File: src/rtl/psub_pkg.sv
package psub_pkg;

    typedef enum logic [1:0] {
        PW_B8      = 2'd0,
        PW_H16     = 2'd1,
        PW_W32     = 2'd2,
        PW_W32_ALT = 2'd3
    } psub_width_e;

    typedef enum logic [1:0] {
        PM_WRAP     = 2'd0,
        PM_SSAT     = 2'd1,
        PM_USAT     = 2'd2,
        PM_WRAP_ALT = 2'd3
    } psub_mode_e;

    localparam int DATA_W = 64;
    localparam int BYTES  = DATA_W / 8;

    typedef struct packed {
        logic [DATA_W-1:0] data;
        logic [BYTES-1:0]  sat;
        logic              err;
    } psub_word_t;

    function automatic logic is_wide(input psub_width_e w);
        return (w == PW_W32) || (w == PW_W32_ALT);
    endfunction

    function automatic logic wants_clamp(input psub_mode_e m);
        return (m == PM_SSAT) || (m == PM_USAT);
    endfunction

    function automatic logic flags_paired(input logic [BYTES-1:0] f, input int grp);
        logic ok;
        ok = 1'b1;
        for (int i = 0; i < BYTES; i++) begin
            if (f[i] != f[(i / grp) * grp]) ok = 1'b0;
        end
        return ok;
    endfunction

endpackage

File: src/rtl/psub_lane.sv
module psub_lane #(
    parameter int W      = 8,
    parameter bit SAT_OK = 1'b1
) (
    input  logic [W-1:0]        a,
    input  logic [W-1:0]        b,
    input  psub_pkg::psub_mode_e mode,
    output logic [W-1:0]        res,
    output logic                sat
);
    import psub_pkg::*;

    localparam logic [W-1:0] S_MAX = {1'b0, {(W-1){1'b1}}};
    localparam logic [W-1:0] S_MIN = {1'b1, {(W-1){1'b0}}};

    logic [W:0]   diff;
    logic [W-1:0] wrapped;
    logic         borrow;
    logic         ovf;

    assign diff    = {1'b0, a} - {1'b0, b};
    assign wrapped = diff[W-1:0];
    assign borrow  = diff[W];
    assign ovf     = (a[W-1] ^ b[W-1]) & (wrapped[W-1] ^ a[W-1]);

    always_comb begin
        res = wrapped;
        sat = 1'b0;
        if (SAT_OK) begin
            case (mode)
                PM_SSAT: if (ovf) begin
                    sat = 1'b1;
                    res = a[W-1] ? S_MIN : S_MAX;
                end
                PM_USAT: if (borrow) begin
                    sat = 1'b1;
                    res = '0;
                end
                default: ;
            endcase
        end
    end

    // unsigned clamp floors to zero whenever the subtrahend is larger
    always_comb begin
        if (SAT_OK && mode == PM_USAT && (a < b))
            a_r4_usat_floor: assert (res == '0 && sat);
    end

    // a signed clamp lands on one of the two rails
    always_comb begin
        if (SAT_OK && mode == PM_SSAT && sat)
            a_r3_ssat_rail: assert (res == S_MAX || res == S_MIN);
    end

endmodule

File: src/rtl/psub_stage.sv
module psub_stage (
    input  logic                 clk,
    input  logic                 rst,
    input  logic                 in_valid,
    input  psub_pkg::psub_word_t nxt,
    output logic                 vld,
    output psub_pkg::psub_word_t cur
);
    always_ff @(posedge clk) begin
        if (rst) begin
            vld <= 1'b0;
            cur <= '0;
        end else begin
            vld     <= in_valid;
            cur.err <= in_valid & nxt.err;
            if (in_valid) begin
                cur.data <= nxt.data;
                cur.sat  <= nxt.sat;
            end
        end
    end
endmodule

File: src/rtl/psub_sat_unit.sv
module psub_sat_unit (
    input  logic        clk,
    input  logic        rst,
    input  logic        in_valid,
    input  logic [63:0] opnd_a,
    input  logic [63:0] opnd_b,
    input  logic [1:0]  lane_sel,
    input  logic [1:0]  mode_sel,
    output logic        out_valid,
    output logic [63:0] result,
    output logic [7:0]  sat_flags,
    output logic        combo_err
);
    import psub_pkg::*;

    localparam int N8  = DATA_W / 8;
    localparam int N16 = DATA_W / 16;
    localparam int N32 = DATA_W / 32;

    psub_width_e width;
    psub_mode_e  mode;
    assign width = psub_width_e'(lane_sel);
    assign mode  = psub_mode_e'(mode_sel);

    logic [DATA_W-1:0] r8, r16, r32;
    logic [N8-1:0]     s8;
    logic [N16-1:0]    s16;
    logic [N32-1:0]    s32;
    logic [BYTES-1:0]  f8, f16, f32;

    for (genvar g = 0; g < N8; g++) begin : g_b8
        psub_lane #(.W(8), .SAT_OK(1'b1)) u_lane (
            .a(opnd_a[g*8 +: 8]), .b(opnd_b[g*8 +: 8]), .mode(mode),
            .res(r8[g*8 +: 8]), .sat(s8[g]));
        assign f8[g] = s8[g];
    end

    for (genvar g = 0; g < N16; g++) begin : g_h16
        psub_lane #(.W(16), .SAT_OK(1'b1)) u_lane (
            .a(opnd_a[g*16 +: 16]), .b(opnd_b[g*16 +: 16]), .mode(mode),
            .res(r16[g*16 +: 16]), .sat(s16[g]));
        assign f16[g*2 +: 2] = {2{s16[g]}};
    end

    for (genvar g = 0; g < N32; g++) begin : g_w32
        psub_lane #(.W(32), .SAT_OK(1'b0)) u_lane (
            .a(opnd_a[g*32 +: 32]), .b(opnd_b[g*32 +: 32]), .mode(mode),
            .res(r32[g*32 +: 32]), .sat(s32[g]));
        assign f32[g*4 +: 4] = {4{s32[g]}};
    end

    psub_word_t nxt, cur;

    always_comb begin
        nxt.err = 1'b0;
        case (width)
            PW_B8:   begin nxt.data = r8;  nxt.sat = f8;  end
            PW_H16:  begin nxt.data = r16; nxt.sat = f16; end
            default: begin
                nxt.data = r32;
                nxt.sat  = f32;
                nxt.err  = wants_clamp(mode);
            end
        endcase
    end

    psub_stage u_stage (
        .clk(clk), .rst(rst), .in_valid(in_valid),
        .nxt(nxt), .vld(out_valid), .cur(cur));

    assign result    = cur.data;
    assign sat_flags = cur.sat;
    assign combo_err = cur.err;

    // valid tracks its input one clock later
    a_r8_valid_follow: assert property (@(posedge clk) disable iff (rst)
        in_valid |=> out_valid);
    a_r8_valid_idle: assert property (@(posedge clk) disable iff (rst)
        !in_valid |=> !out_valid);

    // error only after a valid wide-lane clamp request
    a_r6_err_cause: assert property (@(posedge clk) disable iff (rst)
        combo_err |-> out_valid && $past(lane_sel[1])
                     && ($past(mode_sel) == 2'd1 || $past(mode_sel) == 2'd2));

    // wide lanes never report saturation
    a_r5_wide_quiet: assert property (@(posedge clk) disable iff (rst)
        out_valid && $past(lane_sel[1]) |-> sat_flags == '0);

    // 16-bit lanes carry identical flags on both bytes
    a_r7_pair_flags: assert property (@(posedge clk) disable iff (rst)
        out_valid && $past(lane_sel) == 2'd1 |-> flags_paired(sat_flags, 2));

    // idle cycles leave the data and flags untouched
    a_r9_hold: assert property (@(posedge clk) disable iff (rst)
        !in_valid |=> $stable(result) && $stable(sat_flags));

endmodule

File: config.mk
export PLATFORM = sky130hd
export DESIGN_NAME = psub_sat_unit
export DESIGN_NICKNAME = d
export VERILOG_FILES = /design/src/rtl/psub_pkg.sv /design/src/rtl/psub_lane.sv /design/src/rtl/psub_stage.sv /design/src/rtl/psub_sat_unit.sv
export SDC_FILE = /design/constraint.sdc
export NUM_CORES = 1
export LEC_CHECK = 0
export BUFFER_PORTS_ARGS = -buffer_cell sky130_fd_sc_hd__buf_2
export CORE_MARGIN = 2
export CORE_UTILIZATION = 35
export CTS_CLUSTER_DIAMETER = 100
export DETAILED_ROUTE_END_ITERATION = 8
export SETUP_SLACK_MARGIN = 0.02
export SYNTH_ARGS = -nofsm -noshare
export SYNTH_HDL_FRONTEND = slang
export SYNTH_SLANG_ARGS = --single-unit
File: constraint.sdc
create_clock -name clk -period 7 [get_ports clk]
set_input_delay 1.4 -clock clk [delete_from_list [all_inputs] [get_ports clk]]
set_output_delay 1.4 -clock clk [all_outputs]
set_load 0.005 [all_outputs]
==> results of run 1 <==
critical path, cell delays in order:
cell,delay (ns)
buf_2,0.10
ha_1,0.44
a21oi_1,0.41
o21ai_0,0.31
nor2b_1,0.21
nor2b_1,0.14
fa_1,0.48
nor4_1,1.12
a21oi_1,0.25
o221a_2,0.20
and2_1,0.15
a2111oi_0,0.35
how the worst min path moves through the flow:
stage | from | to | slack [ns] | depth (start not counted)
finish | u_stage.cur[64]$_SDFFE_PP0P_ | u_stage.cur[64]$_SDFFE_PP0P_ | 0.46 | 2
global route | u_stage.cur[41]$_SDFFE_PP0P_ | u_stage.cur[41]$_SDFFE_PP0P_ | 0.48 | 1
CTS | u_stage.cur[43]$_SDFFE_PP0P_ | u_stage.cur[43]$_SDFFE_PP0P_ | 0.46 | 1
detailed placement | u_stage.cur[43]$_SDFFE_PP0P_ | u_stage.cur[43]$_SDFFE_PP0P_ | 0.44 | 1
global placement | u_stage.cur[43]$_SDFFE_PP0P_ | u_stage.cur[43]$_SDFFE_PP0P_ | 0.43 | 1
floorplan | u_stage.cur[64]$_SDFFE_PP0P_ | u_stage.cur[64]$_SDFFE_PP0P_ | 0.44 | 2
cell families (layout without fill, tap and decap cells):
group | count (synthesis) | after routing | synth area share
buffers and inverters | 197 | 346 | 0.0758
xor gates and xnor gates | 82 | 82 | 0.0709
DFF | 74 | 74 | 0.146
AOI/OAI and AO/OA | 540 | 540 | 0.357
and+or+nand+nor | 460 | 460 | 0.213
adders and majority gates | 92 | 92 | 0.128
other | 0 | 1 | 0
muxes | 8 | 8 | 0.00815
per-stage QoR:
stage          worst slack (ns)  power (mW)
6_report                   1.66        1.99
5_1_grt                    1.43        2.11
4_1_cts                    1.72        1.98
3_5_place_dp               1.39        1.45
3_3_place_gp               1.47        1.44
2_1_floorplan              2.12        1.15
flip-flops by register name (all words and copies together), names as in the netlist:
register	cells
u_stage.cur	73
u_stage.vld	1
power by group:
part | leakage [nW] | switching [mW] | total, mW | internal (mW)
Combinational | 4.61 | 0.593 | 0.966 | 0.373
Clock | 0.160 | 0.220 | 0.536 | 0.316
Sequential | 0.612 | 0.0302 | 0.493 | 0.462
final cells by class:
cell class	count	share of cell area
inverter	110	0.0352
multi-input combinational	1182	0.673
timing repair buffer	220	0.0965
sequential	74	0.126
tap	384	0.0410
clock inverter	7	0.00854
clock buffer	9	0.0192
antenna	1	0.000214
per-layer routing:
metal	global-route usage	vias to the layer above	routed length, um
met5	0	-	0
met4	0.100	0	1460
met3	0.0352	91	3390
met2	0.396	595	17400
met1	0.349	5484	17500
li1	-	5601	-
layout by cell type (no fill, tap or decap), types with 23 or more instances in the layout:
master and instances:
xnor2_1 36, a21o_1 40, xor2_1 46, o21ai_1 24, nor2_1 153, dfxtp_1 74, nand2_1 119, nand4_1 24
ha_1 72, a21oi_1 133, a31oi_1 23, inv_1 108, buf_2 208, o21ai_0 80, a211oi_1 40, nor3_1 35
==> impl_metrics.py, run 1 <==
metrics = {
    "outcome": {
        "status": "finished, final reports clean",
    },
    "setup_path": {
        "r2r_start": "u_stage.cur[36]$_SDFFE_PP0P_",
        "cp-start-kind": "primary input",
        "worstPathMaxFanout": 10,
        "cp_data_required_time_ns": 7.23,
        "startpoint": "opnd_a[26]",
        "crit_path_end": "u_stage.cur[39]$_SDFFE_PP0P_",
        "rrSetupSlack_ns": 5.68,
        "r2r_cells": 5,
        "crit_path_end_kind": "flop",
        "critPathKind": "primary input to flop",
        "worstPathArrival_ns": 5.58,
        "reg2reg_to": "u_stage.cur[36]$_SDFFE_PP0P_",
    },
    "pwr": {
        "power_density_nw_per_um2": 170,
        "peakVddDrop_uv": 106,
        "p_leak_nw": 5.38,
    },
    "clock_tree": {
        "htree_levels": 3,
        "cts_root_buffer": "clkbuf_16",
        "cts_resized": 0,
        "cts_hold_buf": 0,
        "post_cts_buffers": 0,
        "cts_tree": "done",
        "clk_pin_slew_ns": 0.07,
        "cts_sinks": 74,
        "clockBufferDepth": 2,
        "numCtsBuffers": 9,
        "clkLatencyLatePin_ns": 0.35,
    },
    "global_routing": {
        "grt_pass1_wl_um": 61000,
        "grt-ovfl-total": 0,
        "first_global_vias": 10810,
        "grt_max_degree": 64,
        "antenna_found_initial": 1,
        "grt_usage": 0.252,
    },
    "synthesis": {
        "synth_area_um2": 10100,
        "yosysTopAreaCell": "dfxtp_1",
        "yosysMostFrequentCell": "nor2_1",
        "synth_area_per_cell_um2": 6.97,
        "synth_seq_area_share": 0.146,
        "async_reset_ff_frac": 0,
        "synth-main-ff-cell": "dfxtp_1",
        "ys_types": 80,
        "yosys.area.top_type_share": 0.146,
        "yosys-top-cells-count": "nor2_1 (154), a21oi_1 (133), nand2_1 (119)",
        "syn_nets": 1680,
        "ys_warn_count": 0,
        "ys_top_cells_by_area": "dfxtp_1 (15%), ha_1 (8.9%), a21oi_1 (6.6%), nor2_1 (5.7%), nand2_1 (4.4%)",
        "syn_inst": 1453,
        "ys_ff_latch": 74,
        "synth_edf_count": 0,
    },
    "timing": {
        "final.setup.tns_ns": 0,
        "fin_crit_sh": 0.763,
        "worst_pin_slew_ns": 1.32,
        "fin_skew_ns": 0,
        "whs_ns": 0.463,
        "fmax_ghz": 0.187,
        "setup_viol": 0,
        "finalHoldViolCount": 0,
        "rsz0062_at_grt": "false",
        "fin_crit_ns": 5.34,
        "maxSlewHeadroom": 0.114,
        "drv_slew": 0,
    },
    "cells_and_area": {
        "area_growth_pct": 15.7,
        "seq_area_um2": 1480,
        "n_fill_cell": 3032,
        "fin_nets": 1824,
        "final_cells": 1987,
        "multi_input_area_um2": 7880,
        "post-route-util": 0.409,
        "design_area_um2": 11700,
        "final_layout_size_suffix_gt1_frac": 0.157,
    },
    "placed_design": {
        "gp_congestion": 0.948,
        "hpwl_um": 30500,
        "place_inst": 1970,
        "port_buffers": 208,
        "dpl_cell_area_um2": 11400,
    },
    "detailed_routing": {
        "dr.pass1.iters": 5,
        "viasPerCell": 5.92,
        "finalWirelength_um": 39700,
        "vias": 11771,
        "drt_iter0_drc": 1152,
        "drc": 0,
        "routedWlPerCell_um": 20.0,
        "route.antenna.remaining_nets": 0,
    },
    "die": {
        "dieWidth_um": 174,
        "start_util": 0.354,
        "dieArea_um2": 30300,
        "die_h_um": 174,
        "core_um2": 28600,
        "rows": 62,
        "io_pins": 209,
    },
    "worst_hold_path": {
        "min_path_type": "flop to flop",
    },
    "flow_run": {
        "maxCapViolations": 0,
    },
}
Power figures use the tool's default switching activity.
==> run 2: changes to the inputs <==
==> constraint.sdc (replaced) <==
create_clock -name clk -period 4.8 [get_ports clk]
set_input_delay 0.96 -clock clk [delete_from_list [all_inputs] [get_ports clk]]
set_output_delay 0.96 -clock clk [all_outputs]
set_load 0.005 [all_outputs]
==> impl_metrics.py, run 2 (synthesis gave the netlist of run 1 again) <==
metrics = {
    "outcome": {
        "status": "finished, final reports clean",
    },
    "cells_and_area": {
        "regMostFlops": "u_stage.cur",
        "design_area_um2": 12100,
        "reg_top3": "u_stage.cur (73), u_stage.vld (1)",
        "layout_common_cells": "buf_2 (208), nor2_1 (153), a21oi_1 (133)",
        "fin_nets": 1879,
        "largest_register_ffs": 73,
        "final_common_cell": "buf_2",
        "area_growth_pct": 19.5,
        "post-route-util": 0.423,
        "n_fill_cell": 3041,
        "final_layout_size_suffix_gt1_frac": 0.185,
        "final_cells": 2043,
    },
    "timing": {
        "fin_skew_ns": 0,
        "rsz0062_at_grt": "false",
        "fin_crit_ns": 4.57,
        "drv_slew": 0,
        "setup_viol": 0,
        "fin_crit_sh": 0.953,
        "worst_pin_slew_ns": 0.784,
        "fmax_ghz": 0.219,
        "final.setup.tns_ns": 0,
        "finalHoldViolCount": 0,
        "maxSlewHeadroom": 0.474,
    },
    "worst_hold_path": {
        "min_path_type": "flop to flop",
    },
    "detailed_routing": {
        "routedWlPerCell_um": 19.5,
        "finalWirelength_um": 39800,
        "route.antenna.remaining_nets": 0,
        "vias": 11876,
        "drt_iter0_drc": 1053,
        "dr.pass1.iters": 5,
        "viasPerCell": 5.81,
        "drc": 0,
    },
    "setup_path": {
        "worstPathCellList": "buf_2 -> inv_1 -> ha_1 -> nor2b_1 -> o31a_1 -> o31ai_1 -> o21ai_0 -> a21oi_1 -> fa_1 -> xnor2_1 -> nand2b_1 -> inv_1 -> nand2_1 -> o21ai_1 -> a221oi_1 -> o32ai_1 -> a41o_1",
        "cp-start-kind": "primary input",
        "cp_data_required_time_ns": 5.10,
        "crit_path_end_kind": "flop",
        "slowest_delay_ns": 0.53,
        "worstPathMaxFanout": 6,
        "critPathKind": "primary input to flop",
        "slowest_stage": "fa_1",
        "cp_common_cell": "inv_1",
        "worstPathArrival_ns": 4.87,
    },
    "placed_design": {
        "gp_congestion": 0.956,
        "hpwl_um": 31300,
        "place_inst": 2025,
        "port_buffers": 208,
        "dpl_cell_area_um2": 11800,
    },
    "clock_tree": {
        "cts_root_buffer": "clkbuf_16",
        "cts_hold_buf": 0,
        "htree_levels": 3,
        "post_cts_buffers": 0,
        "cts_tree": "done",
        "clk_pin_slew_ns": 0.06,
        "clockBufferDepth": 2,
        "numCtsBuffers": 9,
        "clkLatencyLatePin_ns": 0.35,
        "cts_sinks": 74,
        "cts_resized": 0,
    },
    "pwr": {
        "clockPowerShare": 0.248,
        "p_seq_frac": 0.248,
        "pwr-share-comb": 0.504,
        "finalPower_mw": 2.89,
        "switchingPower_mw": 1.23,
        "p_leak_nw": 5.63,
        "cellInternalPower_mw": 1.66,
        "power_density_nw_per_um2": 239,
        "peakVddDrop_uv": 175,
        "switching_share": 0.425,
    },
    "die": {
        "rows": 62,
        "core_um2": 28600,
        "dieArea_um2": 30300,
        "die_h_um": 174,
        "dieWidth_um": 174,
        "io_pins": 209,
        "start_util": 0.354,
    },
    "global_routing": {
        "grt_use_met1": 0.358,
        "grt_pass1_wl_um": 62000,
        "grt_max_degree": 63,
        "busiest_layer": "met2",
        "first_global_vias": 11098,
        "antenna_found_initial": 1,
        "grt-ovfl-total": 0,
        "grt_use_met3": 0.0398,
        "use_met2": 0.402,
        "grt_usage": 0.256,
    },
    "flow_run": {
        "maxCapViolations": 0,
    },
}
[run 2: changes by cell type in the layout (fill, tap and decap cells not counted)]
cell	before	now
buf_4	12	67
bufinv_16	2	1
clkinv_2	1	3
clkinv_4	2	0
clkinvlp_4	0	2
diode_2	1	2
inv_6	2	1
[run 2: area by class of cell]
| type | count | area, um^2 | share of cell area |
|---|---|---|---|
| clock inverter | 7 | 68.8 | 0.00569 |
| inverter | 110 | 413 | 0.0341 |
| timing repair buffer | 275 | 1540 | 0.128 |
| clock buffer | 9 | 225 | 0.0186 |
| antenna | 2 | 5.00 | 0.000414 |
| multi-input combinational | 1182 | 7880 | 0.651 |
| tap | 384 | 480 | 0.0397 |
| sequential | 74 | 1480 | 0.122 |
[run 2: power by group through the flow]
stage	combinational, mW	clock [mW]	sequential, mW
after floorplan	0.952	0	0.722
after global placement	1.42	0	0.730
after detailed placement	1.43	0	0.729
after CTS	1.43	0.732	0.716
after global routing	1.60	0.756	0.722
final	1.46	0.717	0.716
[run 2: final timing paths]
path,startpoint,to,slack [ns],depth (start not counted)
max reg2reg,u_stage.cur[36]$_SDFFE_PP0P_,u_stage.cur[36]$_SDFFE_PP0P_,3.54,5
min,u_stage.cur[43]$_SDFFE_PP0P_,u_stage.cur[43]$_SDFFE_PP0P_,0.45,1
max,opnd_b[49],u_stage.cur[66]$_SDFFE_PP0P_,0.23,17
min reg2reg,u_stage.cur[43]$_SDFFE_PP0P_,u_stage.cur[43]$_SDFFE_PP0P_,0.45,1
[run 2: worst max-delay path, delay by kind of cell]
family	cells	cell delay (ns)
simple gates	3	0.40
fa+ha+maj	2	0.87
compound gates	8	2.21
xor+xnor	1	0.19
buf+inv	3	0.24
[run 2: routing by layer]
metal / up-vias / wire length [um]
met3: 73 / 3130
met2: 575 / 17300
li1: 5716 / -
met5: - / 0
met4: 0 / 1140
met1: 5512 / 18200
[run 2: metrics by stage]
| step | worst slack, ns | hold WS [ns] |
|---|---|---|
| finish | 0.226 | 0.449 |
| global route | 0.0457 | 0.475 |
| CTS | 0.311 | 0.452 |
| detailed placement | -0.0677 | 0.437 |
| global placement | 0.0991 | 0.432 |
| floorplan | 0.359 | 0.444 |
==> run 3: changes to the inputs <==
--- a/config.mk
+++ b/config.mk
@@ -10,6 +10,7 @@
 export CORE_UTILIZATION = 35
 export CTS_CLUSTER_DIAMETER = 100
 export DETAILED_ROUTE_END_ITERATION = 8
+export PLACE_DENSITY = 0.58
 export SETUP_SLACK_MARGIN = 0.02
 export SYNTH_ARGS = -nofsm -noshare
 export SYNTH_HDL_FRONTEND = slang
==> impl_metrics.py, run 3 (synthesis gave the netlist of run 1 again) <==
metrics = {
    "outcome": {
        "status": "finished, final reports clean",
    },
    "die": {
        "start_util": 0.354,
        "dieWidth_um": 174,
        "rows": 62,
        "dieArea_um2": 30300,
        "core_um2": 28600,
        "io_pins": 209,
        "die_h_um": 174,
    },
    "cells_and_area": {
        "layout_common_cells": "buf_2 (208), nor2_1 (153), a21oi_1 (133)",
        "final_cells": 2041,
        "area_growth_pct": 19.6,
        "n_fill_cell": 3061,
        "seq_area_um2": 1480,
        "fin_nets": 1879,
        "final_layout_size_suffix_gt1_frac": 0.185,
        "regMostFlops": "u_stage.cur",
        "final_common_cell": "buf_2",
        "multi_input_area_um2": 7880,
        "reg_top3": "u_stage.cur (73), u_stage.vld (1)",
        "largest_register_ffs": 73,
    },
    "pwr": {
        "finalPower_mw": 2.94,
        "peakVddDrop_uv": 196,
        "p_leak_nw": 5.65,
        "power_density_nw_per_um2": 242,
    },
    "timing": {
        "whs_ns": 0.454,
        "fin_crit_sh": 0.949,
        "setup_viol": 0,
        "finalHoldViolCount": 0,
        "maxSlewHeadroom": 0.477,
        "fin_skew_ns": 0,
        "rsz0062_at_grt": "false",
        "fin_crit_ns": 4.55,
        "drv_slew": 0,
        "fmax_ghz": 0.220,
        "worst_pin_slew_ns": 0.778,
    },
    "setup_path": {
        "worstPathArrival_ns": 4.80,
        "path_delay_family": "compound AO/OA/AOI/OAI gates",
        "critPathKind": "primary input to flop",
        "slowest_stage": "nor4_1",
        "worstPathMaxFanout": 5,
        "crit_path_end_kind": "flop",
        "worstPathCellList": "buf_2 -> ha_1 -> a21oi_1 -> o21ai_0 -> a211oi_1 -> o21a_1 -> fa_1 -> nor4_1 -> nor2b_1 -> mux2_2 -> o221a_2 -> and2_1 -> a2111oi_0",
        "slowest_delay_ns": 0.72,
        "cp-start-kind": "primary input",
        "critPathBufInv": 1,
        "cp_data_required_time_ns": 5.04,
    },
    "placed_design": {
        "gp_congestion": 0.961,
        "port_buffers": 208,
        "place_inst": 2025,
        "hpwl_um": 31700,
    },
    "clock_tree": {
        "post_cts_buffers": 0,
        "numCtsBuffers": 9,
        "clockBufferDepth": 2,
        "clkLatencyLatePin_ns": 0.35,
        "cts_root_buffer": "clkbuf_16",
        "cts_tree": "done",
        "clk_pin_slew_ns": 0.07,
        "cts_sinks": 74,
        "htree_levels": 3,
        "cts_resized": 0,
        "cts_hold_buf": 0,
    },
    "detailed_routing": {
        "drt_iter0_drc": 1111,
        "dr.pass1.iters": 5,
        "route.antenna.remaining_nets": 0,
        "vias": 11979,
        "viasPerCell": 5.87,
        "routedWlPerCell_um": 19.7,
        "drc": 0,
        "finalWirelength_um": 40300,
    },
    "global_routing": {
        "grt_max_degree": 49,
        "grt_pass1_wl_um": 62200,
        "antenna_found_initial": 1,
        "grt_usage": 0.256,
        "grt-ovfl-total": 0,
        "first_global_vias": 11077,
    },
    "flow_run": {
        "maxCapViolations": 0,
    },
    "worst_hold_path": {
        "min_path_type": "flop to flop",
    },
}
## run 3: cell types whose count changed in the layout (fill, tap and decap cells not counted)
| cell | delta |
|---|---|
| clkinv_4 | +1 |
| diode_2 | -1 |
| clkbuf_8 | +2 |
| buf_12 | +1 |
| inv_6 | -1 |
| clkinvlp_4 | -1 |
| clkinv_2 | -2 |
| buf_4 | -1 |
## run 3: worst paths after layout
kind / startpoint / to / slack (ns) / cells after the start
min: u_stage.cur[43]$_SDFFE_PP0P_ / u_stage.cur[43]$_SDFFE_PP0P_ / 0.45 / 1
min reg2reg: u_stage.cur[43]$_SDFFE_PP0P_ / u_stage.cur[43]$_SDFFE_PP0P_ / 0.45 / 1
max reg2reg: u_stage.cur[36]$_SDFFE_PP0P_ / u_stage.cur[36]$_SDFFE_PP0P_ / 3.54 / 5
max: opnd_a[26] / u_stage.cur[39]$_SDFFE_PP0P_ / 0.25 / 13
## run 3: layer usage
| metal | global-route usage | routed length (um) | share of wire |
|---|---|---|---|
| met4 | 0.0819 | 1230 | 0.031 |
| met1 | 0.358 | 18300 | 0.45 |
| met3 | 0.0457 | 3480 | 0.086 |
| met2 | 0.399 | 17300 | 0.43 |
| met5 | 0 | 0 | 0 |
## run 3: layout make-up
cell class,count,share of cell area
multi-input combinational,1182,0.650
clock inverter,4,0.00423
clock buffer,11,0.0209
sequential,74,0.122
antenna,1,0.000206
timing repair buffer,275,0.128
tap,384,0.0396
inverter,110,0.0341
## run 3: per-stage QoR
stage	instance area, um^2	TNS (ns)	setup WS, ns	util
5_1_grt	12100	0	0.0308	0.423
3_3_place_gp	11800	0	0.105	0.413
6_report	12100	0	0.247	0.423
3_5_place_dp	11800	-0.0980	-0.0852	0.413
4_1_cts	12100	0	0.288	0.423
2_1_floorplan	10100	0	0.359	-
## run 3: power by group
group          internal, mW  switching (mW)
sequential            0.674          0.0423
clock                 0.430           0.324
combinational         0.588           0.880
total                  1.69            1.25
